--- src/rtl/adc_rd_pkg.sv ---
package adc_rd_pkg;

  localparam int DEAD_BITS   = 1;
  localparam int LEAD_ZEROS  = 3;
  localparam int DATA_W      = 8;
  localparam int TRAIL_ZEROS = 4;
  localparam int FRAME_LEN   = DEAD_BITS + LEAD_ZEROS + DATA_W + TRAIL_ZEROS;
  localparam int CNT_W       = $clog2(FRAME_LEN + 1);
  localparam int DATA_LSB    = TRAIL_ZEROS;

  localparam longint SCLK_MIN_HZ = 64'd1_000_000;
  localparam longint SCLK_MAX_HZ = 64'd4_000_000;

  typedef enum logic [2:0] {
    ST_IDLE,
    ST_SETUP,
    ST_SHIFT,
    ST_HOLD,
    ST_GAP
  } rd_state_t;

  // capture k (1-based) lands in frame bit FRAME_LEN-k
  function automatic logic [FRAME_LEN-1:0] zero_mask();
    logic [FRAME_LEN-1:0] m;
    m = '0;
    for (int k = 1; k <= FRAME_LEN; k++) begin
      if ((k > DEAD_BITS && k <= DEAD_BITS + LEAD_ZEROS) ||
          (k > DEAD_BITS + LEAD_ZEROS + DATA_W))
        m[FRAME_LEN-k] = 1'b1;
    end
    return m;
  endfunction

endpackage

--- src/rtl/adc_sclk_gen.sv ---
module adc_sclk_gen #(
  parameter int HALF_DIV = 25
) (
  input  logic clk,
  input  logic rst_n,
  input  logic run,
  input  logic toggle,
  output logic tick,
  output logic sclk
);

  localparam int CW = (HALF_DIV > 1) ? $clog2(HALF_DIV) : 1;
  localparam logic [CW-1:0] LAST = CW'(HALF_DIV - 1);

  logic [CW-1:0] cnt_q, cnt_d;
  logic          sclk_q, sclk_d;

  always_comb begin
    tick  = run && (cnt_q == LAST);
    cnt_d = cnt_q;
    if (!run || tick) cnt_d = '0;
    else              cnt_d = cnt_q + 1'b1;
    sclk_d = sclk_q;
    if (!run)        sclk_d = 1'b1;
    else if (toggle) sclk_d = ~sclk_q;
  end

  always_ff @(posedge clk or negedge rst_n) begin
    if (!rst_n) begin
      cnt_q  <= '0;
      sclk_q <= 1'b1;
    end else begin
      cnt_q  <= cnt_d;
      sclk_q <= sclk_d;
    end
  end

  assign sclk = sclk_q;

  AST_SCLK_ON_TICK: assert property (@(posedge clk) disable iff (!rst_n)
    !$stable(sclk_q) |-> ($past(tick) || !$past(run)));

endmodule

--- src/rtl/adc_frame_shift.sv ---
module adc_frame_shift
  import adc_rd_pkg::*;
(
  input  logic                 clk,
  input  logic                 rst_n,
  input  logic                 clear,
  input  logic                 capture,
  input  logic                 miso,
  output logic [FRAME_LEN-1:0] frame,
  output logic [CNT_W-1:0]     count
);

  logic [FRAME_LEN-1:0] frame_q, frame_d;
  logic [CNT_W-1:0]     count_q, count_d;

  always_comb begin
    frame_d = frame_q;
    count_d = count_q;
    if (clear) begin
      frame_d = '0;
      count_d = '0;
    end else if (capture) begin
      frame_d = {frame_q[FRAME_LEN-2:0], miso};
      count_d = count_q + 1'b1;
    end
  end

  always_ff @(posedge clk or negedge rst_n) begin
    if (!rst_n) begin
      frame_q <= '0;
      count_q <= '0;
    end else begin
      frame_q <= frame_d;
      count_q <= count_d;
    end
  end

  assign frame = frame_q;
  assign count = count_q;

  AST_CAPTURE_LIMIT: assert property (@(posedge clk) disable iff (!rst_n)
    capture |-> (count_q < CNT_W'(FRAME_LEN)));

endmodule

--- src/rtl/adc_frame_ctrl.sv ---
module adc_frame_ctrl
  import adc_rd_pkg::*;
(
  input  logic clk,
  input  logic rst_n,
  input  logic start,
  input  logic tick,
  input  logic sclk,
  input  logic last_rise,
  output logic cs_n,
  output logic busy,
  output logic run,
  output logic toggle,
  output logic capture,
  output logic clear,
  output logic done
);

  rd_state_t state_q, state_d;
  logic      gap2_q, gap2_d;
  logic      cs_n_q, cs_n_d;

  always_comb begin
    state_d = state_q;
    gap2_d  = gap2_q;
    toggle  = 1'b0;
    capture = 1'b0;
    clear   = 1'b0;
    done    = 1'b0;
    case (state_q)
      ST_IDLE: if (start) begin
        state_d = ST_SETUP;
        clear   = 1'b1;
        gap2_d  = 1'b0;
      end
      ST_SETUP: if (tick) begin
        toggle  = 1'b1;
        state_d = ST_SHIFT;
      end
      ST_SHIFT: if (tick) begin
        toggle = 1'b1;
        if (!sclk) begin
          capture = 1'b1;
          if (last_rise) state_d = ST_HOLD;
        end
      end
      ST_HOLD: if (tick) state_d = ST_GAP;
      ST_GAP: if (tick) begin
        if (gap2_q) begin
          state_d = ST_IDLE;
          done    = 1'b1;
        end else begin
          gap2_d = 1'b1;
        end
      end
      default: state_d = ST_IDLE;
    endcase
    cs_n_d = !((state_d == ST_SETUP) || (state_d == ST_SHIFT) ||
               (state_d == ST_HOLD));
  end

  always_ff @(posedge clk or negedge rst_n) begin
    if (!rst_n) begin
      state_q <= ST_IDLE;
      gap2_q  <= 1'b0;
      cs_n_q  <= 1'b1;
    end else begin
      state_q <= state_d;
      gap2_q  <= gap2_d;
      cs_n_q  <= cs_n_d;
    end
  end

  assign run  = (state_q != ST_IDLE);
  assign busy = run;
  assign cs_n = cs_n_q;

  AST_CS_ONLY_FROM_IDLE: assert property (@(posedge clk) disable iff (!rst_n)
    $fell(cs_n_q) |-> ($past(state_q) == ST_IDLE && $past(start)));

  AST_HOLD_SCLK_HIGH: assert property (@(posedge clk) disable iff (!rst_n)
    (state_q == ST_HOLD) |-> sclk);

endmodule

--- src/rtl/adc_frame_reader.sv ---
module adc_frame_reader
  import adc_rd_pkg::*;
#(
  parameter longint SYS_CLK_HZ = 64'd200_000_000,
  parameter int     HALF_DIV   = 25
) (
  input  logic              clk,
  input  logic              rst_n,
  input  logic              start,
  input  logic              miso,
  output logic              cs_n,
  output logic              sclk,
  output logic              busy,
  output logic              valid,
  output logic [DATA_W-1:0] sample,
  output logic              frame_err
);

  localparam logic [FRAME_LEN-1:0] ZMASK = zero_mask();

  initial begin
    AST_SCLK_RANGE: assert ((SYS_CLK_HZ >= 2 * longint'(HALF_DIV) * SCLK_MIN_HZ) &&
                            (SYS_CLK_HZ <= 2 * longint'(HALF_DIV) * SCLK_MAX_HZ))
      else $error("serial clock divider out of range");
  end

  // reset: asynchronous assert, synchronous release
  logic [1:0] rst_pipe_q;
  logic       rst_int_n;

  always_ff @(posedge clk or negedge rst_n) begin
    if (!rst_n) rst_pipe_q <= 2'b00;
    else        rst_pipe_q <= {rst_pipe_q[0], 1'b1};
  end
  assign rst_int_n = rst_pipe_q[1];

  logic                 tick, run, toggle, capture, clear, done, last_rise;
  logic [FRAME_LEN-1:0] frame;
  logic [CNT_W-1:0]     count;

  assign last_rise = (count == CNT_W'(FRAME_LEN - 1));

  adc_sclk_gen #(.HALF_DIV(HALF_DIV)) u_sclk (
    .clk(clk), .rst_n(rst_int_n), .run(run), .toggle(toggle),
    .tick(tick), .sclk(sclk)
  );

  adc_frame_shift u_shift (
    .clk(clk), .rst_n(rst_int_n), .clear(clear), .capture(capture),
    .miso(miso), .frame(frame), .count(count)
  );

  adc_frame_ctrl u_ctrl (
    .clk(clk), .rst_n(rst_int_n), .start(start), .tick(tick), .sclk(sclk),
    .last_rise(last_rise), .cs_n(cs_n), .busy(busy), .run(run),
    .toggle(toggle), .capture(capture), .clear(clear), .done(done)
  );

  logic [DATA_W-1:0] sample_q, sample_d;
  logic              ferr_q, ferr_d, valid_q;

  always_comb begin
    sample_d = sample_q;
    ferr_d   = ferr_q;
    if (done) begin
      sample_d = frame[DATA_LSB +: DATA_W];
      ferr_d   = |(frame & ZMASK);
    end
  end

  always_ff @(posedge clk or negedge rst_int_n) begin
    if (!rst_int_n) begin
      sample_q <= '0;
      ferr_q   <= 1'b0;
      valid_q  <= 1'b0;
    end else begin
      sample_q <= sample_d;
      ferr_q   <= ferr_d;
      valid_q  <= done;
    end
  end

  assign valid     = valid_q;
  assign sample    = sample_q;
  assign frame_err = ferr_q;

  AST_CS_SCLK_IDLE: assert property (@(posedge clk) disable iff (!rst_int_n)
    cs_n |-> sclk);

  AST_VALID_ONE: assert property (@(posedge clk) disable iff (!rst_int_n)
    valid_q |=> !valid_q);

  AST_VALID_NOT_BUSY: assert property (@(posedge clk) disable iff (!rst_int_n)
    valid_q |-> !busy);

endmodule

--- config.mk ---
export PLATFORM = sky130hd
export DESIGN_NAME = adc_frame_reader
export DESIGN_NICKNAME = d
export VERILOG_FILES = /design/src/rtl/adc_rd_pkg.sv /design/src/rtl/adc_sclk_gen.sv /design/src/rtl/adc_frame_shift.sv /design/src/rtl/adc_frame_ctrl.sv /design/src/rtl/adc_frame_reader.sv
export SDC_FILE = /design/constraint.sdc
export NUM_CORES = 1
export LEC_CHECK = 0
export BUFFER_PORTS_ARGS = -buffer_cell sky130_fd_sc_hd__buf_2
export CORE_UTILIZATION = 44
export CTS_CLUSTER_DIAMETER = 40
export CTS_CLUSTER_SIZE = 24
export DETAILED_ROUTE_END_ITERATION = 10
export PLACE_DENSITY_LB_ADDON = 0.1
export SLEW_MARGIN = 0
export SYNTH_ARGS = -nofsm -noshare
export SYNTH_HDL_FRONTEND = slang
export SYNTH_SLANG_ARGS = --single-unit
--- constraint.sdc ---
create_clock -name clk -period 1.2 [get_ports clk]
set_input_delay 0.18 -clock clk [delete_from_list [all_inputs] [get_ports clk]]
set_output_delay 0.18 -clock clk [all_outputs]
set_load 0.02 [all_outputs]
==> run_results.csv, run 1 <==
group,metric,value,unit
floorplanning,die_y,68.5,microns
synthesis,synth_top_cell_area_share,52.7,%
synthesis,synth_largest_area_cell,"dfrtp_1",
pwr,leakagePower,1.21,nW
cts,cts_max_level,2,
synthesis,syn_inst,179,
final_layout,synthToLayoutAreaGrowth,51.3,%
cts,clk_path_buf_depth,2,
cts,cts_tree,"yes",
synthesis,ys_seq_area_share,55.4,%
setup_path,critPathArrivalTime,1800,ps
sta,max_freq,621,MHz
setup_path,crit_path_end_kind,"flop",
synthesis,synth-async-reset-ratio,100,%
grt,grt_use_total,21.3,%
synthesis,synth-xor-area-share,1.35,%
routing,wl_per_cell,18.1,microns
grt,grt_pass1_vias,1519,
setup_path,cp_max_fo,4,
sta,hold_viol_final,0,
synthesis,synth_mux_area_share,5.20,%
cts,cts.sinks,43,
synthesis,synth-edff-count,0,
floorplanning,ios,17,
outcome,violations,"setup timing",
cts,worstSkewPairLatency,300,ps
pwr,netSwitchingFraction,25.0,%
sta,rsz0062_at_grt,"yes",
routing,drc,0,
synthesis,synth-seq-cells,43,
synthesis,yosys-top-cells-count,"dfrtp_1, a21oi_1, nand3_1",
routing,ant_nets,0,
run,drv_cap,0,
synthesis,synth_top_family_by_area,"compound AO/OA/AOI/OAI gates",
grt,grt_overflow,0,
placed_design,place_hpwl,2770,microns
final_layout,final_util,71.6,%
floorplanning,rows,23,
placed_design,dp.cells,258,
worst_hold_path,hp-class,"in2reg",
setup_path,cpLargestDelayFamily,"buffers and inverters",
floorplanning,core,4120,sq um
synthesis,yosysWarnings,0,
routing,dr.pass1.iters,4,
pwr,comb_power_share,4.6,%
pwr,power_switching,0.000654,W
synthesis,synth_compound_area_share,15.5,%
cts,numCtsBuffers,5,
synthesis,synthFlopType,"dfrtp_1",
pwr,seq_power_share,58.7,%
sta,finalSetupViolCount,43,
placed_design,place.gp.congestion,0.780,
placed_design,port_buffers,16,
routing,finalWirelength,5080,microns
sta,fin_crit_sh,134,%
pwr,clkPwrFrac,36.7,%
setup_path,cp_cell_sequence,"inv_1 > ha_2 > nand4b_1 > buf_6 > buf_4 > buf_4 > o21ai_1 > a21oi_2",
sta,slew_violations,0,
final_layout,layout-drive-gt1-share,58.4,%
setup_path,reg2reg_slack,-410,ps
synthesis,synth.most_common_cell,"dfrtp_1",
cts,clock-root-buffer,"clkbuf_8",
grt,grt_max_degree,29,
setup_path,critPathBufInv,4,
floorplanning,die_area,4700,sq um
pwr,p_int,0.00196,W
cts,cts.clk_slew.worst_paths,90,ps
sta,finalCriticalPeriod,1610,ps
final_layout,layout.nets,238,
setup_path,cp-start-kind,"flop",
synthesis,synth.distinct_cells,42,
grt,grt_antenna_before_repair,0,
floorplanning,die_x,68.5,microns
synthesis,synthAdderAreaFrac,2.57,%
synthesis,postSynthNetCount,187,
outcome,status,"complete, but fails checks",
setup_path,cpMostUsedCell,"buf_4",
routing,drt_iter0_markers,146,
pwr,p_per_area,887,nW/um^2
synthesis,synthSimpleGateAreaFrac,14.9,%
final_layout,antenna_cells,0,
routing,vias_per_cell,5.79,
synthesis,syn_area,1950,sq um
sta,finalWorstSetupSlack,-411,ps
setup_path,max_stage_delay,390,ps
sta,fin_skew,9.02,ps
grt,grt_pass1_wl,7210,microns
synthesis,synth.area.top_cells,"dfrtp_1, mux2_2, a21oi_1",
floorplanning,start_util,47.3,%
setup_path,cpMaxStageDelayCell,"dfrtp_1",
synthesis,syn_area_per_cell,10.9,sq um
final_layout,final_cells,281,
pwr,irDropWorstVdd,0.000520,V
routing,via_count,1628,
setup_path,worst-setup-path-type,"reg2reg",
setup_path,worstPathRequired,1390,ps
## state kept, by name (all words and copies together), names as in the netlist
name            count
frame_err           1
rst_pipe_q          2
sample              8
u_ctrl.cs_n         1
u_ctrl.gap2_q       1
u_ctrl.state_q      3
u_sclk.cnt_q        5
u_sclk.sclk         1
u_shift.count       5
u_shift.frame      15
valid               1
## worst paths after layout
kind,from,end,cells past startpoint
worst max-delay path,u_sclk.cnt_q[0],u_shift.count[0],8
worst min-delay path,miso,u_shift.frame[0],3
worst max register to register,u_sclk.cnt_q[0],u_shift.count[0],8
worst min register to register,rst_pipe_q[1],u_ctrl.state_q[2],0
max in group asynchronous,rst_pipe_q[1],valid,1
min in group asynchronous,rst_pipe_q[1],u_ctrl.state_q[2],0
## per-stage QoR
stage          total power, W  worst slack [ps]  hold slack, ps  setup TNS, ps  instance area, sq um
6_report              0.00261              -411             151         -13390                  2950
5_1_grt               0.00272              -465             153         -15950                  2950
4_1_cts               0.00259              -380             127         -12660                  2530
3_5_place_dp          0.00165              -391           -33.6         -10870                  2290
3_3_place_gp          0.00164              -343           -34.9          -9680                  2290
2_1_floorplan         0.00160              -385            -116         -10030                  2010
## layout by cell type (no fill, tap or decap), types with 4 or more instances in the layout
cell      count
dfrtp_1      40
buf_12        4
nand3_4      10
nand3_2       6
buf_6        16
o21ai_1      11
clkbuf_8      5
mux2_2        8
inv_1         5
o21ai_2       5
nand3_1       4
buf_4        17
a21oi_2      17
buf_2        14
nor2_1        6
## routing by layer
layer | global-route usage [%] | share of wire [%] | vias to the layer above | wire length [microns]
li1 | - | - | 765 | -
met1 | 28.0 | 45 | 817 | 2290
met2 | 34.2 | 50 | 39 | 2560
met3 | 5.43 | 3.1 | 7 | 159
met4 | 6.77 | 1.4 | 0 | 70
met5 | 0 | 0 | - | 0
## power groups by stage
stage,logic [W],clock network (W),registers [W]
global route,0.000134,0.00104,0.00154
floorplan,0.0000467,0,0.00155
finish,0.000119,0.000960,0.00154
global placement,0.0000902,0,0.00155
CTS,0.0000996,0.000972,0.00152
detailed placement,0.0000956,0,0.00155
## logic make-up after synthesis
kind of cell | Yosys count
compound gates | 51
simple gates | 49
flops | 43
buf+inv | 19
mux | 9
fa+ha+maj | 4
xor+xnor | 3
other cells | 1
## area by class of cell
cell class                      instances  area, sq um
Fill cell                             281         1170
Sequential cell                        43         1080
Multi-Input combinational cell        118         1140
Timing Repair Buffer                   56          548
Inverter                                6         22.5
Tap cell                               50         62.6
Clock inverter                          3         25.0
Clock buffer                            5         68.8
## worst reg2reg max path: stages (launching register included)
cell and delay [ps]:
dfrtp_1 390, inv_1 60, ha_2 170, nand4b_1 110, buf_6 150, buf_4 140, buf_4 140, o21ai_1 250
a21oi_2 90
## repair_timing
| item | in CTS | in global routing |
|---|---|---|
| gates resized for setup | 22 | 83 |
| buffers inserted | 4 | 5 |
| pin swaps | 0 | 28 |
| endpoints found under the hold margin | 2 | 0 |
| gates cloned | 2 | 3 |
| setup endpoints to repair | 43 | 43 |
| hold buffers | 1 | 0 |
(Power assumes the default switching activity.)
==> run 2: changes to the inputs <==
==> constraint.sdc (replaced) <==
create_clock -name clk -period 1.2 [get_ports clk]
set_input_delay 0.06 -clock clk [delete_from_list [all_inputs] [get_ports clk]]
set_output_delay 0.06 -clock clk [all_outputs]
set_load 0.02 [all_outputs]
==> run 2 against run 1 <==
  * The flow still finishes with violations (setup timing)
  * Global-route usage is 0.95 points higher
  * Sequential share of layout area is 0.078 points lower
  * Final cell count increased by 2.1%
  * Critical path type unchanged
  * Largest cell class unchanged
==> run_results.csv, run 2 (same netlist as run 1, synthesis figures left out) <==
group,metric,value,unit
outcome,status,"complete, but fails checks",
outcome,violations,"setup timing",
setup_path,crit_path_end_kind,"flop",
routing,finalWirelength,5070,microns
setup_path,max_stage_delay,430,ps
cts,worstSkewPairLatency,310,ps
cts,clock-root-buffer,"clkbuf_8",
placed_design,pre_cts_ws,-391,ps
sta,max_freq,602,MHz
final_layout,regArea,1080,sq um
setup_path,reg2reg_slack,-460,ps
grt,grt_use_total,22.2,%
sta,fin_crit_sh,138,%
run,drv_cap,0,
final_layout,layout-drive-gt1-share,58.2,%
placed_design,port_buffers,16,
routing,vias_per_cell,5.84,
final_layout,layout.nets,244,
routing,drt_iter0_markers,106,
sta,hold_viol_final,0,
floorplanning,ios,17,
final_layout,layout_commonest_cell,"dfrtp_1",
final_layout,antenna_cells,0,
setup_path,crit_cells,7,
cts,numCtsBuffers,5,
cts,cts.sinks,43,
setup_path,cpLargestDelayFamily,"simple AND/OR/NAND/NOR gates",
sta,finalSetupViolCount,42,
floorplanning,rows,23,
cts,cts.clk_slew.worst_paths,80,ps
final_layout,fill_cells,286,
placed_design,placedInstanceArea,2290,sq um
floorplanning,die_x,68.5,microns
pwr,irDropWorstVdd,0.000553,V
routing,ant_nets,0,
grt,grt_pass1_wl,7480,microns
pwr,p_per_area,887,nW/um^2
setup_path,worst-r2r-cell-count,7,
worst_hold_path,hp-class,"in2async",
sta,finalWorstSetupSlack,-462,ps
pwr,leakagePower,1.25,nW
cts,cts_max_level,2,
sta,fin_skew,12.5,ps
final_layout,design_area,2950,sq um
cts,cts_tree,"yes",
setup_path,cpMaxStageDelayCell,"or4_4",
cts,clk_path_buf_depth,2,
floorplanning,start_util,47.3,%
grt,grt_overflow,0,
floorplanning,die_area,4700,sq um
setup_path,worstPathRequired,1410,ps
setup_path,worst-setup-path-type,"reg2reg",
final_layout,largest_reg_flops,15,
routing,dr.pass1.iters,4,
grt,grt_max_degree,29,
sta,rsz0062_at_grt,"yes",
final_layout,synthToLayoutAreaGrowth,51.6,%
final_layout,most-common-layout-cells,"dfrtp_1, buf_4, buf_6",
final_layout,multiInputGateArea,1100,sq um
setup_path,cp_max_fo,4,
grt,grt_pass1_vias,1549,
placed_design,place_hpwl,2770,microns
pwr,totalPowerFinal,0.00262,W
sta,slew_violations,0,
setup_path,critPathArrivalTime,1870,ps
routing,via_count,1677,
grt,grt_antenna_before_repair,0,
setup_path,cp-start-kind,"flop",
routing,wl_per_cell,17.7,microns
final_layout,final_util,71.8,%
routing,drc,0,
sta,finalCriticalPeriod,1660,ps
setup_path,cp_cell_sequence,"inv_1 > ha_2 > nand4b_1 > buf_6 > buf_4 > or4_4 > o311ai_4",
floorplanning,die_y,68.5,microns
setup_path,critPathBufInv,3,
placed_design,place.gp.congestion,0.780,
floorplanning,core,4120,sq um
## run 2: what timing repair did
action                                  4_1_cts  5_1_grt
hold endpoints to repair                      3        0
endpoints found under the setup margin       43       43
gates cloned                                  5        1
setup buffers                                12        4
pin swaps                                    11       26
hold buffers                                  2        0
gates resized for setup                      61       45
## run 2: power breakdown
group | total, W | internal [W] | switching (W)
clock | 0.000961 | 0.000416 | 0.000544
combinational | 0.000124 | 0.0000654 | 0.0000589
sequential | 0.00154 | 0.00149 | 0.0000492
total | 0.00262 | 0.00197 | 0.000652
## run 2: final timing paths
check                                startpoint                to
min in group clk                          start     u_ctrl.gap2_q
worst max register to register  u_sclk.cnt_q[1]       u_sclk.sclk
worst min-delay path                      rst_n     rst_pipe_q[0]
worst max-delay path            u_sclk.cnt_q[1]       u_sclk.sclk
worst min register to register    rst_pipe_q[1]  u_shift.frame[0]
max in group asynchronous         rst_pipe_q[1]   u_sclk.cnt_q[4]
## run 2: cell type report
class,instances,area share [%]
multi-input combinational,118,37.2
sequential,43,36.6
timing repair buffer,62,20.1
clock buffer,5,2.33
tap,50,2.12
clock inverter,3,0.847
inverter,6,0.763
## run 2: per-stage QoR
step	TNS, ps	hold slack [ps]	instances
final	-14340	66.2	287
after global routing	-16490	84.9	287
after CTS	-13250	72.4	285
after detailed placement	-10770	-154	258
after global placement	-9610	-155	258
after floorplan	-10030	-236	179
## run 2: metal layers
metal  GRT usage [%]  up-vias  routed length [microns]
li1                -      770                        -
met1            30.1      857                     2200
met2            35.3       41                     2620
met3            5.43        9                      173
met4            6.25        0                       74
met5               0        -                        0
## run 2: worst register-to-register path: stages (launching register included)
cell      delay [ps]
dfrtp_1          390
inv_1             60
ha_2             180
nand4b_1         130
buf_6            160
buf_4            140
or4_4            430
o311ai_4          80
==> run 3: changes to the inputs <==
- CORE_ASPECT_RATIO: not set -> 1.5
==> run 3 against run 2 <==
  * Routed wire length fell by 2.7%
  * Largest power group unchanged
  * The run still ends with setup timing left
  * Combinational power is essentially flat
  * Clock skew down 5.0 ps
  * Via count fell by 1.8%
  * Final cell count down 0.35%
  * Non-clock buffer count up 3
  * Register-to-register slack got worse by 20 ps
  * Sequential share of layout area rose by 1.7 points
  * Power increased by 0.13%
  * Setup slack got worse by 17 ps
  * Clock power is 2.2% higher
  * Clock-buffer cell count is 3 higher
==> run_results.csv, run 3 (same netlist as run 1, synthesis figures left out) <==
group,metric,value,unit
pwr,comb_power_share,4.7,%
pwr,p_per_area,931,nW/um^2
grt,grt_pass1_wl,7580,microns
pwr,irDropWorstVdd,0.000897,V
grt,grt_pass1_vias,1655,
worst_hold_path,min_path_cells,3,
routing,vias_per_cell,5.76,
setup_path,regToRegStartpoint,"u_ctrl.state_q[2]",
sta,rsz0062_at_grt,"yes",
floorplanning,die_y,83.5,microns
routing,drc,0,
routing,drt_iter0_markers,47,
setup_path,crit_path_end_kind,"flop",
setup_path,cp_max_fo,5,
final_layout,layout_commonest_cell,"dfrtp_1",
run,drv_cap,0,
routing,dr.pass1.iters,4,
sta,finalCriticalPeriod,1680,ps
cts,cts.sinks,43,
setup_path,worst-setup-path-type,"reg2reg",
cts,cts_tree,"yes",
placed_design,dp.cells,259,
routing,finalWirelength,4930,microns
pwr,leakagePower,1.24,nW
outcome,violations,"setup timing",
setup_path,reg2reg_to,"u_shift.count[3]",
final_layout,synthToLayoutAreaGrowth,44.7,%
grt,grt_use_total,20.6,%
final_layout,largest_reg_flops,15,
floorplanning,start_util,45.9,%
worst_hold_path,min_from,"miso",
final_layout,most-common-layout-cells,"dfrtp_1, buf_4, a21oi_1, nand3_1, buf_2",
grt,grt_antenna_before_repair,0,
sta,finalSetupViolCount,42,
sta,max_freq,596,MHz
setup_path,worst-r2r-cell-count,3,
setup_path,worstPathRequired,1420,ps
setup_path,cp-start-kind,"flop",
floorplanning,die_x,56.3,microns
cts,cts.clk_slew.worst_paths,80,ps
grt,grt_overflow,0,
sta,hold_viol_final,0,
cts,numCtsBuffers,5,
cts,clk_path_buf_depth,2,
grt,grt_max_degree,23,
final_layout,fill_cells,323,
setup_path,reg2reg_slack,-480,ps
routing,via_count,1646,
worst_hold_path,worst_hold_path.endpoint,"u_shift.frame[0]",
floorplanning,core,4250,sq um
final_layout,design_area,2820,sq um
cts,worstSkewPairLatency,290,ps
routing,ant_nets,0,
pwr,netSwitchingFraction,21.1,%
worst_hold_path,hp-class,"in2reg",
floorplanning,rows,29,
setup_path,critPathArrivalTime,1900,ps
pwr,power_switching,0.000554,W
cts,clock-root-buffer,"clkbuf_8",
outcome,status,"complete, but fails checks",
final_layout,final_cells,286,
sta,finalWorstSetupSlack,-478,ps
pwr,p_int,0.00207,W
pwr,clkPwrFrac,37.4,%
sta,fin_skew,7.56,ps
placed_design,place.gp.congestion,0.730,
final_layout,layout.nets,247,
placed_design,placedInstanceArea,2300,sq um
pwr,seq_power_share,57.9,%
final_layout,antenna_cells,0,
floorplanning,ios,17,
placed_design,port_buffers,16,
sta,fin_crit_sh,140,%
floorplanning,die_area,4700,sq um
placed_design,place_hpwl,2980,microns
sta,slew_violations,0,
final_layout,layout-drive-gt1-share,51.7,%
cts,cts_max_level,2,
routing,wl_per_cell,17.2,microns
run 3: cell types whose count changed in the layout (fill, tap and decap cells not counted), sizes merged:
cell | before | now
clkbuf | 5 | 10
dlygate4sd3 | 2 | 1
clkinvlp | 1 | 0
clkinv | 2 | 0
buf | 60 | 62
run 3: repair_timing:
item                                   4_1_cts  5_1_grt
gates resized for setup                     28       47
pin swaps                                    1       10
cloned                                       0        4
endpoints found under the hold margin        2        0
setup endpoints to repair                   42       43
hold buffers                                 1        0
buffers inserted                             9        6
run 3: through the flow:
step           worst slack [ps]  utilization (%)  power, W  setup TNS [ps]  hold slack [ps]
3_5_place_dp               -385             54.1   0.00165          -11510             -152
6_report                   -478             66.4   0.00262          -13150             22.9
4_1_cts                    -394             59.3   0.00263          -11770             17.7
3_3_place_gp               -328             54.1   0.00164          -10040             -155
5_1_grt                    -504             66.4   0.00273          -15670             28.8
2_1_floorplan              -385                -   0.00160          -10030             -236
run 3: metal layers:
metal / wire length (microns) / share of wire [%] / vias up / track usage (%)
met2: 2780 / 56 / 34 / 38.4
met3: 118 / 2.4 / 8 / 3.88
met1: 1960 / 40 / 834 / 23.2
met4: 63 / 1.3 / 0 / 6.21
li1: - / - / 770 / -
met5: 0 / 0 / - / 0
run 3: power by group through the flow:
stage / sequential (W) / clock [W] / combinational, W
after CTS: 0.00151 / 0.00100 / 0.000112
after global routing: 0.00152 / 0.00107 / 0.000141
after detailed placement: 0.00154 / 0 / 0.000105
after global placement: 0.00154 / 0 / 0.000101
final: 0.00152 / 0.000982 / 0.000123
after floorplan: 0.00155 / 0 / 0.0000467
run 3: area by class of cell:
class | count | area [sq um] | share of cell area, %
sequential | 43 | 1080 | 38.3
multi-input combinational | 118 | 995 | 35.3
timing repair buffer | 65 | 564 | 20.0
clock buffer | 8 | 100 | 3.55
tap | 46 | 57.6 | 2.04
inverter | 6 | 22.5 | 0.799
run 3: critical path, cell delays in order (launching register included):
cell     delay, ps
dfrtp_1        420
or4b_4         540
or4_4          540
a21oi_2        120
run 3: worst max-delay path by stage:
stage | startpoint | end | slack [ps] | cells past startpoint
finish | u_ctrl.state_q[2] | u_shift.count[3] | -480 | 3
global route | u_ctrl.state_q[0] | u_shift.count[3] | -500 | 3
CTS | u_sclk.cnt_q[0] | u_shift.count[0] | -390 | 6
detailed placement | u_sclk.cnt_q[0] | u_sclk.sclk | -380 | 6
global placement | u_ctrl.state_q[0] | u_shift.count[3] | -330 | 3
floorplan | u_sclk.sclk | u_shift.count[0] | -380 | 4
